==> src/rtl/err_win_pkg.sv <==
package err_win_pkg;
  typedef enum logic [1:0] {LVL0 = 2'd0, LVL1 = 2'd1, LVL2 = 2'd2, LVL3 = 2'd3} lvl_e;
  typedef enum logic [2:0] {
    OUT_NONE, OUT_DONE, OUT_UNDEF, OUT_TRAP2, OUT_TRAP3
  } outcome_e;

  localparam logic [1:0] ENC_OP0 = 2'b11;
  localparam logic [2:0] ENC_OP1 = 3'b000;
  localparam logic [3:0] ENC_CRN = 4'b0101;
  localparam logic [3:0] ENC_CRM = 4'b0100;
  localparam logic [2:0] ENC_OP2 = 3'b110;
  localparam logic [5:0] EC_FINJ = 6'h18;
endpackage

==> src/rtl/err_win_gate.sv <==
module err_win_gate
  import err_win_pkg::*;
#(
  parameter bit UNSUP_UNDEF = 1'b0
) (
  input  logic       req_valid_i,
  input  logic       req_write_i,
  input  logic [1:0] op0_i,
  input  logic [2:0] op1_i,
  input  logic [3:0] crn_i,
  input  logic [3:0] crm_i,
  input  logic [2:0] op2_i,
  input  lvl_e       lvl_i,
  input  logic       el2_en_i,
  input  logic       el3_has_i,
  input  logic       hyp_finj_en_i,
  input  logic       mon_finj_en_i,
  input  logic       mon_fgt_en_i,
  input  logic       fgt_rd_i,
  input  logic       fgt_wr_i,
  input  logic       rec_ok_i,
  output logic       hit_o,
  output outcome_e   outcome_o
);
  logic     fgt_bit, hyp_blk, fgt_blk, mon_blk;
  outcome_e grant;

  always_comb begin
    hit_o   = req_valid_i && op0_i == ENC_OP0 && op1_i == ENC_OP1 &&
              crn_i == ENC_CRN && crm_i == ENC_CRM && op2_i == ENC_OP2;
    fgt_bit = req_write_i ? fgt_wr_i : fgt_rd_i;
    hyp_blk = el2_en_i && !hyp_finj_en_i;
    fgt_blk = el2_en_i && (!el3_has_i || mon_fgt_en_i) && fgt_bit;
    mon_blk = el3_has_i && !mon_finj_en_i;
    // unsupported or absent record: RAZ/WI unless configured as undefined
    grant   = (!rec_ok_i && UNSUP_UNDEF) ? OUT_UNDEF : OUT_DONE;
    outcome_o = OUT_NONE;
    if (hit_o) begin
      unique case (lvl_i)
        LVL0: outcome_o = OUT_UNDEF;
        LVL1: begin
          if (hyp_blk)      outcome_o = OUT_TRAP2;
          else if (fgt_blk) outcome_o = OUT_TRAP2;
          else if (mon_blk) outcome_o = OUT_TRAP3;
          else              outcome_o = grant;
        end
        LVL2:    outcome_o = mon_blk ? OUT_TRAP3 : grant;
        default: outcome_o = grant;
      endcase
    end
  end
endmodule

==> src/rtl/err_win_bank.sv <==
module err_win_bank #(
  parameter int unsigned NUM_REC   = 4,
  parameter int unsigned SEL_W     = 8,
  parameter int unsigned REC_STORE = (NUM_REC == 0) ? 1 : NUM_REC,
  parameter logic [2*REC_STORE-1:0] INJ_CAP = '1
) (
  input  logic             clk_i,
  input  logic             rst_ni,
  input  logic [SEL_W-1:0] sel_i,
  input  logic             wr_en_i,
  input  logic [63:0]      wdata_i,
  output logic             rec_ok_o,
  output logic [63:0]      rdata_o
);
  logic [63:0]          cd_q [REC_STORE];
  logic [REC_STORE-1:0] hit_ok;

  for (genvar i = 0; i < REC_STORE; i++) begin : g_rec
    localparam bit LIVE = (i < NUM_REC);
    assign hit_ok[i] = LIVE && (sel_i == SEL_W'(i)) && (INJ_CAP[2*i +: 2] != 2'b00);

    always_ff @(posedge clk_i or negedge rst_ni) begin
      if (!rst_ni)                   cd_q[i] <= '0;
      else if (wr_en_i && hit_ok[i]) cd_q[i] <= wdata_i;
    end

    a_r9_write_lands: assert property (@(posedge clk_i) disable iff (!rst_ni)
      (wr_en_i && hit_ok[i]) |=> cd_q[i] == $past(wdata_i));
    a_r10_no_stray_write: assert property (@(posedge clk_i) disable iff (!rst_ni)
      (cd_q[i] != $past(cd_q[i])) |-> $past(wr_en_i && hit_ok[i]));
  end

  assign rec_ok_o = |hit_ok;

  always_comb begin
    rdata_o = '0;
    for (int i = 0; i < REC_STORE; i++)
      if (hit_ok[i]) rdata_o = rdata_o | cd_q[i];
  end
endmodule

==> src/rtl/err_win_access.sv <==
module err_win_access
  import err_win_pkg::*;
#(
  parameter int unsigned NUM_REC     = 4,
  parameter int unsigned SEL_W       = 8,
  parameter bit          UNSUP_UNDEF = 1'b0,
  parameter int unsigned REC_STORE   = (NUM_REC == 0) ? 1 : NUM_REC,
  parameter logic [2*REC_STORE-1:0] INJ_CAP = 8'b01_00_01_10
) (
  input  logic             clk_i,
  input  logic             rst_ni,
  input  logic             req_valid_i,
  input  logic             req_write_i,
  input  logic [1:0]       enc_op0_i,
  input  logic [2:0]       enc_op1_i,
  input  logic [3:0]       enc_crn_i,
  input  logic [3:0]       enc_crm_i,
  input  logic [2:0]       enc_op2_i,
  input  logic [63:0]      req_wdata_i,
  input  logic [1:0]       cur_el_i,
  input  logic             el2_enabled_i,
  input  logic             el3_present_i,
  input  logic             hyp_finj_en_i,
  input  logic             mon_finj_en_i,
  input  logic             mon_fgt_en_i,
  input  logic             fgt_rd_trap_i,
  input  logic             fgt_wr_trap_i,
  input  logic [SEL_W-1:0] rec_sel_i,
  output logic             rsp_done_o,
  output logic             rsp_undef_o,
  output logic             rsp_trap_el2_o,
  output logic             rsp_trap_el3_o,
  output logic [5:0]       rsp_ec_o,
  output logic [63:0]      rsp_rdata_o
);
  outcome_e    outcome;
  logic        hit, rec_ok, wr_en;
  logic [63:0] bank_rdata;

  err_win_gate #(.UNSUP_UNDEF(UNSUP_UNDEF)) u_gate (
    .req_valid_i  (req_valid_i),
    .req_write_i  (req_write_i),
    .op0_i        (enc_op0_i),
    .op1_i        (enc_op1_i),
    .crn_i        (enc_crn_i),
    .crm_i        (enc_crm_i),
    .op2_i        (enc_op2_i),
    .lvl_i        (lvl_e'(cur_el_i)),
    .el2_en_i     (el2_enabled_i),
    .el3_has_i    (el3_present_i),
    .hyp_finj_en_i(hyp_finj_en_i),
    .mon_finj_en_i(mon_finj_en_i),
    .mon_fgt_en_i (mon_fgt_en_i),
    .fgt_rd_i     (fgt_rd_trap_i),
    .fgt_wr_i     (fgt_wr_trap_i),
    .rec_ok_i     (rec_ok),
    .hit_o        (hit),
    .outcome_o    (outcome)
  );

  assign wr_en = (outcome == OUT_DONE) && req_write_i;

  err_win_bank #(
    .NUM_REC(NUM_REC), .SEL_W(SEL_W), .REC_STORE(REC_STORE), .INJ_CAP(INJ_CAP)
  ) u_bank (
    .clk_i   (clk_i),
    .rst_ni  (rst_ni),
    .sel_i   (rec_sel_i),
    .wr_en_i (wr_en),
    .wdata_i (req_wdata_i),
    .rec_ok_o(rec_ok),
    .rdata_o (bank_rdata)
  );

  assign rsp_done_o     = outcome == OUT_DONE;
  assign rsp_undef_o    = outcome == OUT_UNDEF;
  assign rsp_trap_el2_o = outcome == OUT_TRAP2;
  assign rsp_trap_el3_o = outcome == OUT_TRAP3;
  assign rsp_ec_o       = (rsp_trap_el2_o || rsp_trap_el3_o) ? EC_FINJ : 6'h00;
  assign rsp_rdata_o    = (rsp_done_o && !req_write_i) ? bank_rdata : 64'h0;

  a_r10_one_outcome: assert property (@(posedge clk_i) disable iff (!rst_ni)
    hit |-> $countones({rsp_done_o, rsp_undef_o, rsp_trap_el2_o, rsp_trap_el3_o}) == 1);
  a_r1_silent_on_miss: assert property (@(posedge clk_i) disable iff (!rst_ni)
    !hit |-> !(rsp_done_o || rsp_undef_o || rsp_trap_el2_o || rsp_trap_el3_o));
  a_r10_ec_on_trap: assert property (@(posedge clk_i) disable iff (!rst_ni)
    (rsp_ec_o != 6'h00) |-> (rsp_trap_el2_o || rsp_trap_el3_o));
  a_r2_el0_undef: assert property (@(posedge clk_i) disable iff (!rst_ni)
    (hit && cur_el_i == 2'd0) |-> rsp_undef_o);
  a_r6_el3_passes: assert property (@(posedge clk_i) disable iff (!rst_ni)
    (hit && cur_el_i == 2'd3 && !UNSUP_UNDEF) |-> rsp_done_o);
  a_r3_hyp_first: assert property (@(posedge clk_i) disable iff (!rst_ni)
    (hit && cur_el_i == 2'd1 && el2_enabled_i && !hyp_finj_en_i)
      |-> (rsp_trap_el2_o && rsp_ec_o == 6'h18));
  a_r5_el2_mon: assert property (@(posedge clk_i) disable iff (!rst_ni)
    (hit && cur_el_i == 2'd2 && el3_present_i && !mon_finj_en_i) |-> rsp_trap_el3_o);
endmodule

==> config.mk <==
export PLATFORM = sky130hd
export DESIGN_NAME = err_win_access
export DESIGN_NICKNAME = d
export VERILOG_FILES = /design/src/rtl/err_win_pkg.sv /design/src/rtl/err_win_gate.sv /design/src/rtl/err_win_bank.sv /design/src/rtl/err_win_access.sv
export SDC_FILE = /design/constraint.sdc
export NUM_CORES = 1
export LEC_CHECK = 0
export BUFFER_PORTS_ARGS = -buffer_cell sky130_fd_sc_hd__buf_2
export CAP_MARGIN = 20
export CORE_UTILIZATION = 45
export DETAILED_ROUTE_END_ITERATION = 12
export GPL_ROUTABILITY_DRIVEN = 0
export PLACE_DENSITY = 0.67
export SETUP_SLACK_MARGIN = 0.5
export SLEW_MARGIN = 20
export SYNTH_ARGS = -nofsm -noshare
export SYNTH_HDL_FRONTEND = slang
export SYNTH_HIERARCHICAL = 1
export SYNTH_SLANG_ARGS = --single-unit
==> constraint.sdc <==
create_clock -name clk_i -period 6.9 [get_ports clk_i]
set_clock_uncertainty 0.15 [all_clocks]
set_input_delay 0.345 -clock clk_i [delete_from_list [all_inputs] [get_ports clk_i]]
set_output_delay 0.345 -clock clk_i [all_outputs]
set_load 0.05 [all_outputs]
=== Word level (Yosys, flattened, before mapping) ===
Index checks and enable logic that the tools add are counted.

* Register bits after elaboration: 192
* Input port bits: 101
* Output and inout port bits: 74
* Logic and storage cells: 51

* Eq/ne operators: 12
* Mux-type cells: 11
* Bitwise gates (word level): 2
* Reduce and logical (&&, ||, !) cells: 23

{| class="wikitable"
|+ Operators by type and width
! cell !! count
|-
| 64-bit 2-to-1 mux || 4
|-
| 64-bit OR || 2
|-
| 1-bit logical AND || 14
|-
| 3-bit 2-to-1 mux || 4
|-
| 3-bit one-hot mux with 3 select lines || 1
|-
| 4-bit by 3-bit equality test with 1-bit output, second input constant || 2
|-
| 8-bit by 1-bit equality test with 1-bit output, second input constant || 1
|-
| 8-bit by 2-bit equality test with 1-bit output, second input constant || 1
|-
| 8-bit logical NOT || 1
|-
| 3-bit by 2-bit equality test with 1-bit output, second input constant || 2
|-
| 3-bit equality test, second input constant || 2
|-
| 5-bit 2-to-1 mux || 1
|-
| 2-bit equality test, second input constant || 2
|-
| 1-bit logical NOT || 4
|-
| 3-bit by 1-bit equality test with 1-bit output, second input constant || 1
|-
| 3-bit logical NOT || 1
|-
| 2-bit by 1-bit equality test with 1-bit output, second input constant || 1
|-
| 2-bit logical NOT || 1
|-
| 1-bit logical OR || 2
|-
| 1-bit 2-to-1 mux || 1
|}

=== Logic depth before layout (Yosys ltp) ===
Gate-level depths: netlist of the first run.

* Depth after elaboration: 11
* Depth in mapped cells: 10
* Gate-level depth less buffers: 9

=== Hierarchy ===
Netlist of the first run, hierarchy kept.

{| class="wikitable"
|+ By module, submodules not included
! module !! instances !! cells each !! area an instance (µm²) !! seq. area each (µm²)
|-
| err_win_bank || 1 || 633 || 8,813.5 || 4,804.6
|-
| err_win_access || 1 || 84 || 605.6 || 0.0
|-
| err_win_gate || 1 || 20 || 133.9 || 0.0
|}

=== Worst setup path before layout of the first run ===
Ideal clock, no wire load.

* Kind: input -> output
* From: in enc_op1_i[1]
* To: out rsp_ec_o[4]
* Arrival time: 4,119 ps
* Required time: 6,405 ps
* Path slack: 2,286 ps
* Stages on the path: 7
* Buffers on the path: 1
* Path through: or4_1 > nor4_1 > nand4b_1 > a311oi_1 > nor3b_1 > o21bai_1 > buf_4

* Longest elaborated chain between the ends: 9
* Elaborated cells between the ends (all ways): 10
* Classes of those cells: 2 x eq/ne; 2 x mux; 6 x reduce/logical

{| class="wikitable"
|+ Ends and longest elaborated chain
! what !! line !! RTL
|-
| from (decl) || err_win_access.sv:15 || <nowiki>input logic [2:0] enc_op1_i,</nowiki>
|-
| 3-bit logical NOT || err_win_gate.sv:29 || <nowiki>hit_o = req_valid_i && op0_i == ENC_OP0 && op1_i == ENC_OP1 &&</nowiki>
|-
| 1-bit logical AND (2 in series) || err_win_gate.sv:29 ||
|-
| 1-bit logical AND (2 in series) || err_win_gate.sv:30 || <nowiki>crn_i == ENC_CRN && crm_i == ENC_CRM && op2_i == ENC_OP2;</nowiki>
|-
| 3-bit 2-to-1 mux || err_win_gate.sv:38 || <nowiki>if (hit_o) begin</nowiki>
|-
| via outcome[2] || err_win_access.sv:36 || <nowiki>outcome_e outcome;</nowiki>
|-
| 3-bit equality test || err_win_access.sv:78 || <nowiki>assign rsp_trap_el3_o = outcome == OUT_TRAP3;</nowiki>
|-
| via rsp_trap_el3_o || err_win_access.sv:32 || <nowiki>output logic rsp_trap_el3_o,</nowiki>
|-
| 1-bit logical OR || err_win_access.sv:79 || <nowiki>assign rsp_ec_o = (rsp_trap_el2_o || rsp_trap_el3_o) ? EC_FINJ : 6'h00;</nowiki>
|-
| 5-bit 2-to-1 mux || err_win_access.sv:79 ||
|-
| to (decl) || err_win_access.sv:33 || <nowiki>output logic [5:0] rsp_ec_o,</nowiki>
|}

The timed path passes the listed nets, and every way through them passes these cells.

=== Final worst setup path of the first run ===
* From: in enc_op1_i[1]
* To: reg u_bank/cd_q[185] in the netlist's numbering

* Longest elaborated chain between the ends: 9

{| class="wikitable"
|+ Ends and longest elaborated chain
! what !! line !! RTL
|-
| 3-bit logical NOT || err_win_gate.sv:29 ||
|-
| 1-bit logical AND (2 in series) || err_win_gate.sv:29 ||
|-
| 1-bit logical AND (2 in series) || err_win_gate.sv:30 ||
|-
| 3-bit 2-to-1 mux || err_win_gate.sv:38 ||
|-
| via outcome[2] || err_win_access.sv:36 ||
|-
| 3-bit by 1-bit equality test with 1-bit output || err_win_access.sv:61 || <nowiki>assign wr_en = (outcome == OUT_DONE) && req_write_i;</nowiki>
|-
| 1-bit logical AND || err_win_access.sv:61 ||
|-
| via wr_en || err_win_access.sv:37 || <nowiki>logic hit, rec_ok, wr_en;</nowiki>
|-
| 1-bit logical AND || err_win_bank.sv:24 || <nowiki>else if (wr_en_i && hit_ok[i]) cd_q[i] <= wdata_i;</nowiki>
|-
| to (signal, indexed assignment) || err_win_bank.sv:24 ||
|-
| to (decl) || err_win_bank.sv:15 || <nowiki>logic [63:0] cd_q [REC_STORE];</nowiki>
|}

The timed path passes the listed nets, and every way through them passes these cells.
A chain may end at the register's enable or synchronous reset.

==> results of run 1 <==
## cells in the final DEF, fill, tap and decap left out, drive strengths merged, types with 3 or more instances in the layout
cell and count:
nand4 3, nor2 68, buf 182, a22oi 64, and2 66, clkbuf 19, dfrtp 192, mux2 256
nor3b 3, nand2 3, clkinv 3, conb 4, inv 8
## critical path: stages
cell      delay [ns]
buf_2           0.09
or4_1           0.52
nor4_1          0.30
nand4b_1        0.19
a311oi_1        0.73
nor3b_1         0.13
and2_1          0.27
nor2b_1         0.18
nand4_4         0.12
buf_4           0.70
mux2_2          0.42
## power by group
part	switching (mW)	leakage, nW	internal (mW)	total, mW
clock network	0.439	0.293	0.561	1.00
registers	0.000000331	2.68	1.12	1.12
logic	0.0774	2.78	0.0339	0.111
## cell type report
cell class | count | area (um^2) | area share (%)
inverters | 2 | 7.51 | 0.0675
flip-flops and latches | 192 | 4800 | 43.2
clock inverters | 13 | 149 | 1.34
repair buffers | 183 | 977 | 8.78
clock buffers | 19 | 453 | 4.07
well taps | 270 | 338 | 3.04
multi-input cells | 486 | 4400 | 39.5
## how the worst max path moves through the flow
stage / cells after the start / from / slack [ns] / end
after floorplan: 7 / enc_op1_i[1] / 2.31 / rsp_ec_o[4]
after global placement: 10 / enc_op1_i[1] / 2.70 / u_bank/cd_q[241]$_DFFE_PN0P_
after detailed placement: 10 / enc_op1_i[1] / 2.57 / u_bank/cd_q[239]$_DFFE_PN0P_
after CTS: 11 / enc_op1_i[1] / 3.04 / u_bank/cd_q[178]$_DFFE_PN0P_
after global routing: 10 / enc_op1_i[1] / 2.81 / u_bank/cd_q[200]$_DFFE_PN0P_
final: 11 / enc_op1_i[1] / 3.02 / u_bank/cd_q[185]$_DFFE_PN0P_
## timing repair
action                                  4_1_cts  5_1_grt
endpoints found under the hold margin        36        0
hold buffers                                  1        0
endpoints found under the setup margin        0        0
## routing by layer
layer	GRT usage [%]	vias up	wire, um
met2	32.6	129	9930
met4	5.36	2	218
met1	26.1	3122	9400
met5	0	-	8
met3	3.21	17	765
li1	-	2919	-
## stage by stage
| step | instance area (um^2) | std cells | power (mW) | setup slack [ns] | hold WS, ns |
|---|---|---|---|---|---|
| 6_report | 11100 | 1165 | 2.24 | 3.02 | 0.0232 |
| 5_1_grt | 11100 | 1165 | 2.32 | 2.81 | 0.00867 |
| 4_1_cts | 11100 | 1164 | 2.26 | 3.04 | 0.00358 |
| 3_5_place_dp | 10500 | 1131 | 1.26 | 2.57 | 0.117 |
| 3_3_place_gp | 10500 | 1131 | 1.26 | 2.70 | 0.117 |
| 2_1_floorplan | 9550 | 737 | 1.18 | 2.31 | -0.101 |
==> key figures, run 1 <==
Route
  – Routed len/inst: 17.4 um
  – Vias/cell: 5.31
  – Initial DRC count: 262
  – Pre-antenna DRT Iters: 5
  – Antenna-violating nets left: 0
  – Vias post-DR: 6189
  – Final WL: 20300 um
  – DRC viols: 0

Setup path
  – Reg-to-Reg End: u_bank/cd_q[178]$_DFFE_PN0P_
  – Critical path required time: 7.06 ns
  – R2R depth: 1
  – Arrival time at the worst endpoint: 4.04 ns
  – Worst reg2reg path startpoint: u_bank/cd_q[178]$_DFFE_PN0P_
  – CP max FO: 64
  – CP Capture Type: flip-flop
  – Setup crit start kind: input pin
  – WS Path Type: input pin to flip-flop
  – Flop2flop setup slack: 5.97 ns

STA
  – Fmax: 0.257 GHz
  – Max-slew violation count: 0
  – Fin. Hold Viols: 0
  – Min Tclk post-route: 3.88 ns
  – Worst Max-Slew Pin Slew: 0.972 ns
  – Final period util: 56.3%
  – Relative slew slack: 35.2%
  – Unrepaired setup endpoints after global routing: false
  – # setup viols final: 0
  – Setup TNS Final: 0 ns

Synth
  – Syn Inst Count: 734
  – Synth Area per Inst: 13.0 um^2
  – Yosys Warn Count: 6
  – Cell area after synthesis: 0.00954 mm^2

Clock network
  – Root buf cell: clkbuf_16
  – # resized after CTS: 0
  – CTS tree: yes
  – Setup bufs post-CTS: 0
  – Clock buffer depth: 2
  – Clock insertion delay at the later pin of the skew report: 0.42 ns
  – Clk slew on worst S/H paths: 0.07 ns
  – Num CTS Buffers: 17
  – Clock Sinks: 192
  – H-tree levels: 4

Floorplanning
  – Rows: 52
  – Initial Util: 46.6%
  – Die W: 148 um
  – Top-Level Pins: 175
  – Die area: 0.0218 mm^2
  – Die height: 148 um
  – Core footprint: 0.0205 mm^2

GRT
  – First-pass GRT wire length: 33200 um
  – Initial antenna violation count: 1
  – Total track usage: 19.5%
  – Grt total ovfl: 0
  – Vias in the first global route: 6222
  – Largest net degree at the start of global routing: 79

Place
  – Detailed Place HPWL: 12100 um
  – PortBufs: 170

Cells and area
  – Top reg by flops: u_bank/cd_q
  – Filler Cells Inserted: 1787
  – Layout area overhead: 16.6%
  – Largest register FFs: 192
  – Fraction of layout cells with a size suffix above 1: 59.2%
  – Finished Core Util: 54.3%
  – NumNets Final: 983
  – Biggest regs: u_bank/cd_q x192
  – Ant. Diodes: 0

Status
  – Status: finished clean

Worst hold path
  – Worst hold stages: 2
  – Min-delay worst type: input pin to flip-flop
  – Launch point of the worst hold path: req_wdata_i[61]
  – Hold EP: u_bank/cd_q[253]$_DFFE_PN0P_

Pwr
  – PwrDens: 201 mW/mm^2
  – Leak Pwr: 5.76 nW
  – Maximum vdd drop: 167 uV

Flow run
  – Max Cap Violations: 0
Power figures use the tool's default switching activity.
==> inputs of run 2 (changes only) <==
--- a/config.mk
+++ b/config.mk
@@ -10,7 +10,7 @@
 export CORE_UTILIZATION = 45
 export DETAILED_ROUTE_END_ITERATION = 12
 export GPL_ROUTABILITY_DRIVEN = 0
-export PLACE_DENSITY = 0.67
+export PLACE_DENSITY = 0.69
 export SETUP_SLACK_MARGIN = 0.5
 export SLEW_MARGIN = 20
 export SYNTH_ARGS = -nofsm -noshare
==> constraint.sdc (replaced) <==
create_clock -name clk_i -period 3.3 [get_ports clk_i]
set_clock_uncertainty 0.15 [all_clocks]
set_input_delay 0.165 -clock clk_i [delete_from_list [all_inputs] [get_ports clk_i]]
set_output_delay 0.165 -clock clk_i [all_outputs]
set_load 0.05 [all_outputs]
==> key figures, run 2 (synthesized netlist as in run 1, its figures left out) <==
STA
  – Fmax: 0.331 GHz
  – Unrepaired setup endpoints after global routing: true
  – Setup TNS Final: 0 ns (unchanged)
  – Fin. Hold Viols: 0 (unchanged)
  – Relative slew slack: 43.2% (+8.0 points)
  – Max-slew violation count: 0 (unchanged)
  – Min Tclk post-route: 3.02 ns
  – Fin Hold WS: 0.205 ns (+0.182 ns)
  – Final period util: 91.6%
  – Worst Max-Slew Pin Slew: 0.852 ns (-0.120 ns)
  – Worst Setup Slack, final: 0.278 ns (-2.74 ns)
  – # setup viols final: 0 (unchanged)

Route
  – DRC viols: 0 (unchanged)
  – Antenna-violating nets left: 0 (unchanged)
  – Vias/cell: 5.31 (about the same)
  – Routed len/inst: 19.5 um (+12%)
  – Initial DRC count: 325 (+24%)
  – Final WL: 24900 um (+23%)
  – Pre-antenna DRT Iters: 4 (-1)
  – Vias post-DR: 6773 (+9.4%)

Clock network
  – Clock buffer depth: 2 (unchanged)
  – Root buf cell: clkbuf_16
  – Num CTS Buffers: 17 (unchanged)
  – H-tree levels: 4 (unchanged)
  – Clk slew on worst S/H paths: 0.07 ns (about the same)
  – Clock insertion delay at the later pin of the skew report: 0.43 ns (about the same)
  – CTS tree: yes
  – Clock Sinks: 192 (unchanged)

Setup path
  – Arrival time at the worst endpoint: 2.71 ns (-1.33 ns)
  – Worst stage delay on the critical path: 0.53 ns (-0.20 ns)
  – WS Path Type: input pin to primary output
  – Reg-to-Reg End: u_bank/cd_q[214]$_DFFE_PN0P_
  – R2R depth: 1 (unchanged)
  – Worst reg2reg path startpoint: u_bank/cd_q[214]$_DFFE_PN0P_
  – Critical path required time: 2.98 ns (-4.08 ns)
  – Buf/Inv on CP: 8 (+6)
  – Setup crit start kind: input pin
  – Flop2flop setup slack: 2.36 ns (-3.61 ns)
  – CP dominant cell by count: buf_6
  – Slowest CP cell: or4_4
  – CP max FO: 8 (-88%)
  – CP cell instances: buf_6, or4_4, nor4_4, nand4b_1, buf_4, a211oi_4, buf_6, nor4b_4, buf_6, buf_6, buf_12, buf_16, and2_4, buf_8
  – Largest delay share family, worst path: simple AND/OR/NAND/NOR gates
  – CP Capture Type: primary output

GRT
  – Initial antenna violation count: 3 (+2)
  – Vias in the first global route: 7205 (+16%)
  – Total track usage: 23.0% (+3.5 points)
  – First-pass GRT wire length: 38700 um (+16%)
  – Largest net degree at the start of global routing: 90 (+14%)
  – Grt total ovfl: 0 (unchanged)

Pwr
  – Leak Pwr: 6.54 nW (+14%)
  – Maximum vdd drop: 323 uV (+94%)
  – Total power: 4.68 mW (+110%)
  – PwrDens: 354 mW/mm^2 (+76%)

Cells and area
  – NumNets Final: 1093 (+11%)
  – Non-Filler Instances: 1276 (+9.5%)
  – Top reg by flops: u_bank/cd_q
  – Largest register FFs: 192 (unchanged)
  – Most frequent cells in the layout: 256 x mux2_2, 192 x dfrtp_1, 101 x buf_2
  – Layout area overhead: 38.8%
  – Fraction of layout cells with a size suffix above 1: 59.4% (+0.19 points)
  – Biggest regs: u_bank/cd_q x192
  – Most common cell after layout, fill and taps aside: mux2_2

Flow run
  – Max Cap Violations: 0 (unchanged)

Floorplanning
  – Die W: 148 um (unchanged)
  – Die area: 0.0218 mm^2 (unchanged)
  – Core footprint: 0.0205 mm^2 (unchanged)
  – Rows: 52 (unchanged)
  – Initial Util: 46.6% (unchanged)
  – Die height: 148 um (unchanged)
  – Top-Level Pins: 175 (unchanged)

Place
  – Placed insts: 1146 (+1.3%)
  – Pre-CTS WS: 0.0862 ns (-2.49 ns)
  – Detailed Place HPWL: 13600 um (+12%)
  – PortBufs: 170 (unchanged)

Status
  – Status: finished clean

Worst hold path
  – Min-delay worst type: input pin to asynchronous set/reset pin
run 2: changes by cell type in the layout (fill, tap and decap cells not counted), sizes merged:
cell,previous run,this run
dlygate4sd3,1,65
buf,182,220
clkbuf,19,27
bufinv,2,1
clkinv,3,4
diode,0,1
run 2: worst max path at each step:
stage / start / end / slack, ns / cells past startpoint
after CTS: enc_op1_i[2] / rsp_rdata_o[56] / 0.28 / 13
final: enc_op1_i[2] / rsp_rdata_o[61] / 0.28 / 14
after global routing: enc_op1_i[2] / rsp_rdata_o[61] / 0.19 / 14
after detailed placement: enc_crm_i[1] / u_bank/cd_q[184]$_DFFE_PN0P_ / 0.09 / 12
after global placement: enc_crm_i[1] / u_bank/cd_q[190]$_DFFE_PN0P_ / 0.12 / 11
after floorplan: enc_crm_i[1] / u_bank/cd_q[131]$_DFFE_PN0P_ / -0.14 / 10
run 2: cell type report:
type | count | area, um^2
Fill cell | 1548 | 7250
Sequential cell | 192 | 4800
Multi-Input combinational cell | 486 | 4550
Timing Repair Buffer | 293 | 2960
Clock buffer | 19 | 453
Tap cell | 270 | 338
Clock inverter | 13 | 125
Inverter | 2 | 7.51
Antenna cell | 1 | 2.50
run 2: report_power, final:
group | switching (mW) | leakage (nW) | internal [mW]
Combinational | 0.180 | 3.58 | 0.128
Sequential | 0.000000738 | 2.68 | 2.35
Clock | 0.929 | 0.282 | 1.10
run 2: timing repair:
action / in CTS / in global routing
setup buffers: 14 / 7
endpoints found under the setup margin: 66 / 130
resized for setup: 189 / 40
hold endpoints to repair: 278 / 0
cloned: 4 / 7
pin swaps: 14 / 5
hold buffers: 65 / 0
run 2: metal layers:
layer | up-vias | wire length (um) | global-route usage, % | share of wire, %
li1 | 3138 | - | - | -
met5 | - | 0 | 0 | 0
met3 | 23 | 894 | 4.63 | 3.6
met2 | 158 | 12800 | 40.6 | 51
met4 | 0 | 314 | 5.52 | 1.3
met1 | 3454 | 10900 | 28.9 | 44
run 2: per-stage QoR:
| stage | utilization [%] | cell area [um^2] |
|---|---|---|
| floorplan | - | 9630 |
| global placement | 52.9 | 10800 |
| detailed placement | 52.9 | 10800 |
| CTS | 62.9 | 12900 |
| global route | 64.6 | 13200 |
| finish | 64.6 | 13200 |
==> inputs of run 3 (changes only) <==
--- a/config.mk
+++ b/config.mk
@@ -7,10 +7,12 @@
 export LEC_CHECK = 0
 export BUFFER_PORTS_ARGS = -buffer_cell sky130_fd_sc_hd__buf_2
 export CAP_MARGIN = 20
-export CORE_UTILIZATION = 45
+export CELL_PAD_IN_SITES_DETAIL_PLACEMENT = 1
+export CELL_PAD_IN_SITES_GLOBAL_PLACEMENT = 1
+export CORE_UTILIZATION = 41
 export DETAILED_ROUTE_END_ITERATION = 12
 export GPL_ROUTABILITY_DRIVEN = 0
-export PLACE_DENSITY = 0.69
+export PLACE_DENSITY_LB_ADDON = 0.1
 export SETUP_SLACK_MARGIN = 0.5
 export SLEW_MARGIN = 20
 export SYNTH_ARGS = -nofsm -noshare
==> key figures, run 3 (synthesized netlist as in run 1, its figures left out) <==
Route
  – DRC viols: 0 (unchanged)
  – Vias/cell: 5.39 (+1.5%)
  – Pre-antenna DRT Iters: 4 (unchanged)
  – Antenna-violating nets left: 0 (unchanged)
  – Final WL: 29200 um (+17%)
  – Initial DRC count: 264 (-19%)
  – Vias post-DR: 6901 (+1.9%)
  – Routed len/inst: 22.8 um (+17%)

Cells and area
  – Area taken by multi-input logic gates: 0.00469 mm^2 (+3.1%)
  – FF+latch area: 0.00480 mm^2 (unchanged)
  – Biggest regs: u_bank/cd_q x192
  – Final Cell Area: 0.0133 mm^2 (+0.73%)
  – Most frequent cells in the layout: 221 x mux2_2, 192 x dfrtp_1, 100 x buf_2
  – Finished Core Util: 58.7% (-5.9 points)
  – Filler Cells Inserted: 2255 (+46%)
  – Most common cell after layout, fill and taps aside: mux2_2
  – Non-Filler Instances: 1281 (+0.39%)
  – Fraction of layout cells with a size suffix above 1: 59.0% (-0.41 points)
  – Layout area overhead: 39.8%
  – Top reg by flops: u_bank/cd_q
  – Largest register FFs: 192 (unchanged)
  – NumNets Final: 1083 (-0.91%)

Pwr
  – PwrDens: 360 mW/mm^2 (+1.7%)
  – Maximum vdd drop: 306 uV (-5.1%)
  – Leak Pwr: 6.62 nW (+1.1%)

Flow run
  – Max Cap Violations: 0 (unchanged)

Setup path
  – Setup crit start kind: input pin
  – CP max FO: 6 (-2)
  – Flop2flop setup slack: 2.36 ns (about the same)
  – CP dominant cell by count: buf_6
  – Slowest CP cell: or4b_4
  – CP Capture Type: primary output
  – WS Path Type: input pin to primary output
  – Arrival time at the worst endpoint: 2.68 ns (-0.03 ns)
  – Worst stage delay on the critical path: 0.54 ns (about the same)
  – CP cell instances: buf_6, or4b_4, nor4_4, nand4b_1, buf_6, a211oi_4, buf_6, nor4b_4, buf_6, buf_12, buf_16, and2_4, buf_8
  – Critical path required time: 2.98 ns (about the same)

Floorplanning
  – Die height: 155 um (+4.7%)
  – Core footprint: 0.0227 mm^2 (+11%)
  – Top-Level Pins: 175 (unchanged)
  – Rows: 55 (+5.8%)
  – Initial Util: 42.0% (-4.5 points)
  – Die W: 155 um (+4.7%)
  – Die area: 0.0239 mm^2 (+9.6%)

Place
  – PortBufs: 170 (unchanged)
  – Placed Instance Area: 0.0108 mm^2 (-0.31%)
  – Placed insts: 1158 (+1.0%)
  – Detailed Place HPWL: 16100 um (+18%)

STA
  – Min Tclk post-route: 2.99 ns (-0.0307 ns)
  – Setup TNS Final: 0 ns (unchanged)
  – Fmax: 0.334 GHz (+1.0%)
  – Max-slew violation count: 0 (unchanged)
  – Relative slew slack: 46.4% (+3.2 points)
  – Final period util: 90.7% (-0.93 points)
  – Fin. Hold Viols: 0 (unchanged)
  – # setup viols final: 0 (unchanged)
  – Unrepaired setup endpoints after global routing: true
  – Fin Hold WS: 0.228 ns (+0.0229 ns)
  – Worst Max-Slew Pin Slew: 0.804 ns (-0.0476 ns)

GRT
  – Vias in the first global route: 7796 (+8.2%)
  – Grt total ovfl: 0 (unchanged)
  – Total track usage: 23.8% (+0.80 points)
  – First-pass GRT wire length: 43400 um (+12%)
  – Largest net degree at the start of global routing: 96 (+6.7%)
  – Initial antenna violation count: 1 (-2)

Clock network
  – Clock insertion delay at the later pin of the skew report: 0.43 ns (about the same)
  – H-tree levels: 4 (unchanged)
  – CTS tree: yes
  – Clock Sinks: 192 (unchanged)
  – Num CTS Buffers: 17 (unchanged)
  – Root buf cell: clkbuf_16
  – Clk slew on worst S/H paths: 0.07 ns (about the same)
  – Clock buffer depth: 2 (unchanged)

Status
  – Status: finished clean

Worst hold path
  – Min-delay worst type: input pin to asynchronous set/reset pin
## run 3: metrics by stage
stage               power, mW  setup slack, ns
floorplan                2.47           -0.142
global placement         2.63            0.142
detailed placement       2.64           0.0895
CTS                      4.85            0.370
global route             4.97            0.225
finish                   4.80            0.308
## run 3: worst max-delay path, delay by kind of cell
family,cells,cell delay [ns]
AO/OA/AOI/OAI,1,0.18
buffers and inverters,7,0.97
AND/OR/NAND/NOR,5,1.36
## run 3: final cells by class
class,count,area share [%]
diodes,1,0.0188
clock buffers,18,3.29
clock inverters,14,1.29
inverters,2,0.0563
multi-input cells,486,35.2
flip-flops and latches,192,36.0
well taps,285,2.67
repair buffers,283,21.5
## run 3: worst paths after layout
| path | to | from | cells after the start |
|---|---|---|---|
| setup / recovery | rsp_rdata_o[26] | enc_crm_i[3] | 13 |
| hold / removal | u_bank/cd_q[238]$_DFFE_PN0P_ | rst_ni | 2 |
| setup reg to reg | u_bank/cd_q[1]$_DFFE_PN0P_ | u_bank/cd_q[1]$_DFFE_PN0P_ | 1 |
| hold reg to reg | u_bank/cd_q[30]$_DFFE_PN0P_ | u_bank/cd_q[30]$_DFFE_PN0P_ | 1 |
| max in group asynchronous | u_bank/cd_q[162]$_DFFE_PN0P_ | rst_ni | 3 |
| min in group clk_i | u_bank/cd_q[46]$_DFFE_PN0P_ | rec_sel_i[2] | 5 |
## run 3: where the power goes
group | switching (mW) | internal, mW
combinational | 0.190 | 0.124
clock | 0.965 | 1.17
sequential | 0.000000810 | 2.35
## run 3: timing repair
item	in CTS	in global routing
gates resized for setup	146	133
pin swaps	12	14
setup endpoints to repair	66	131
gates cloned	3	8
setup buffers	8	6
hold buffers	65	0
hold endpoints to repair	284	0
## run 3: routing by layer
layer	routed length, um	track usage (%)	up-vias	part of all wire (%)
li1	-	-	3104	-
met1	12000	28.4	3587	41
met2	15600	43.2	159	53
met3	886	3.39	51	3.0
met4	695	9.15	0	2.4
met5	0	0	-	0
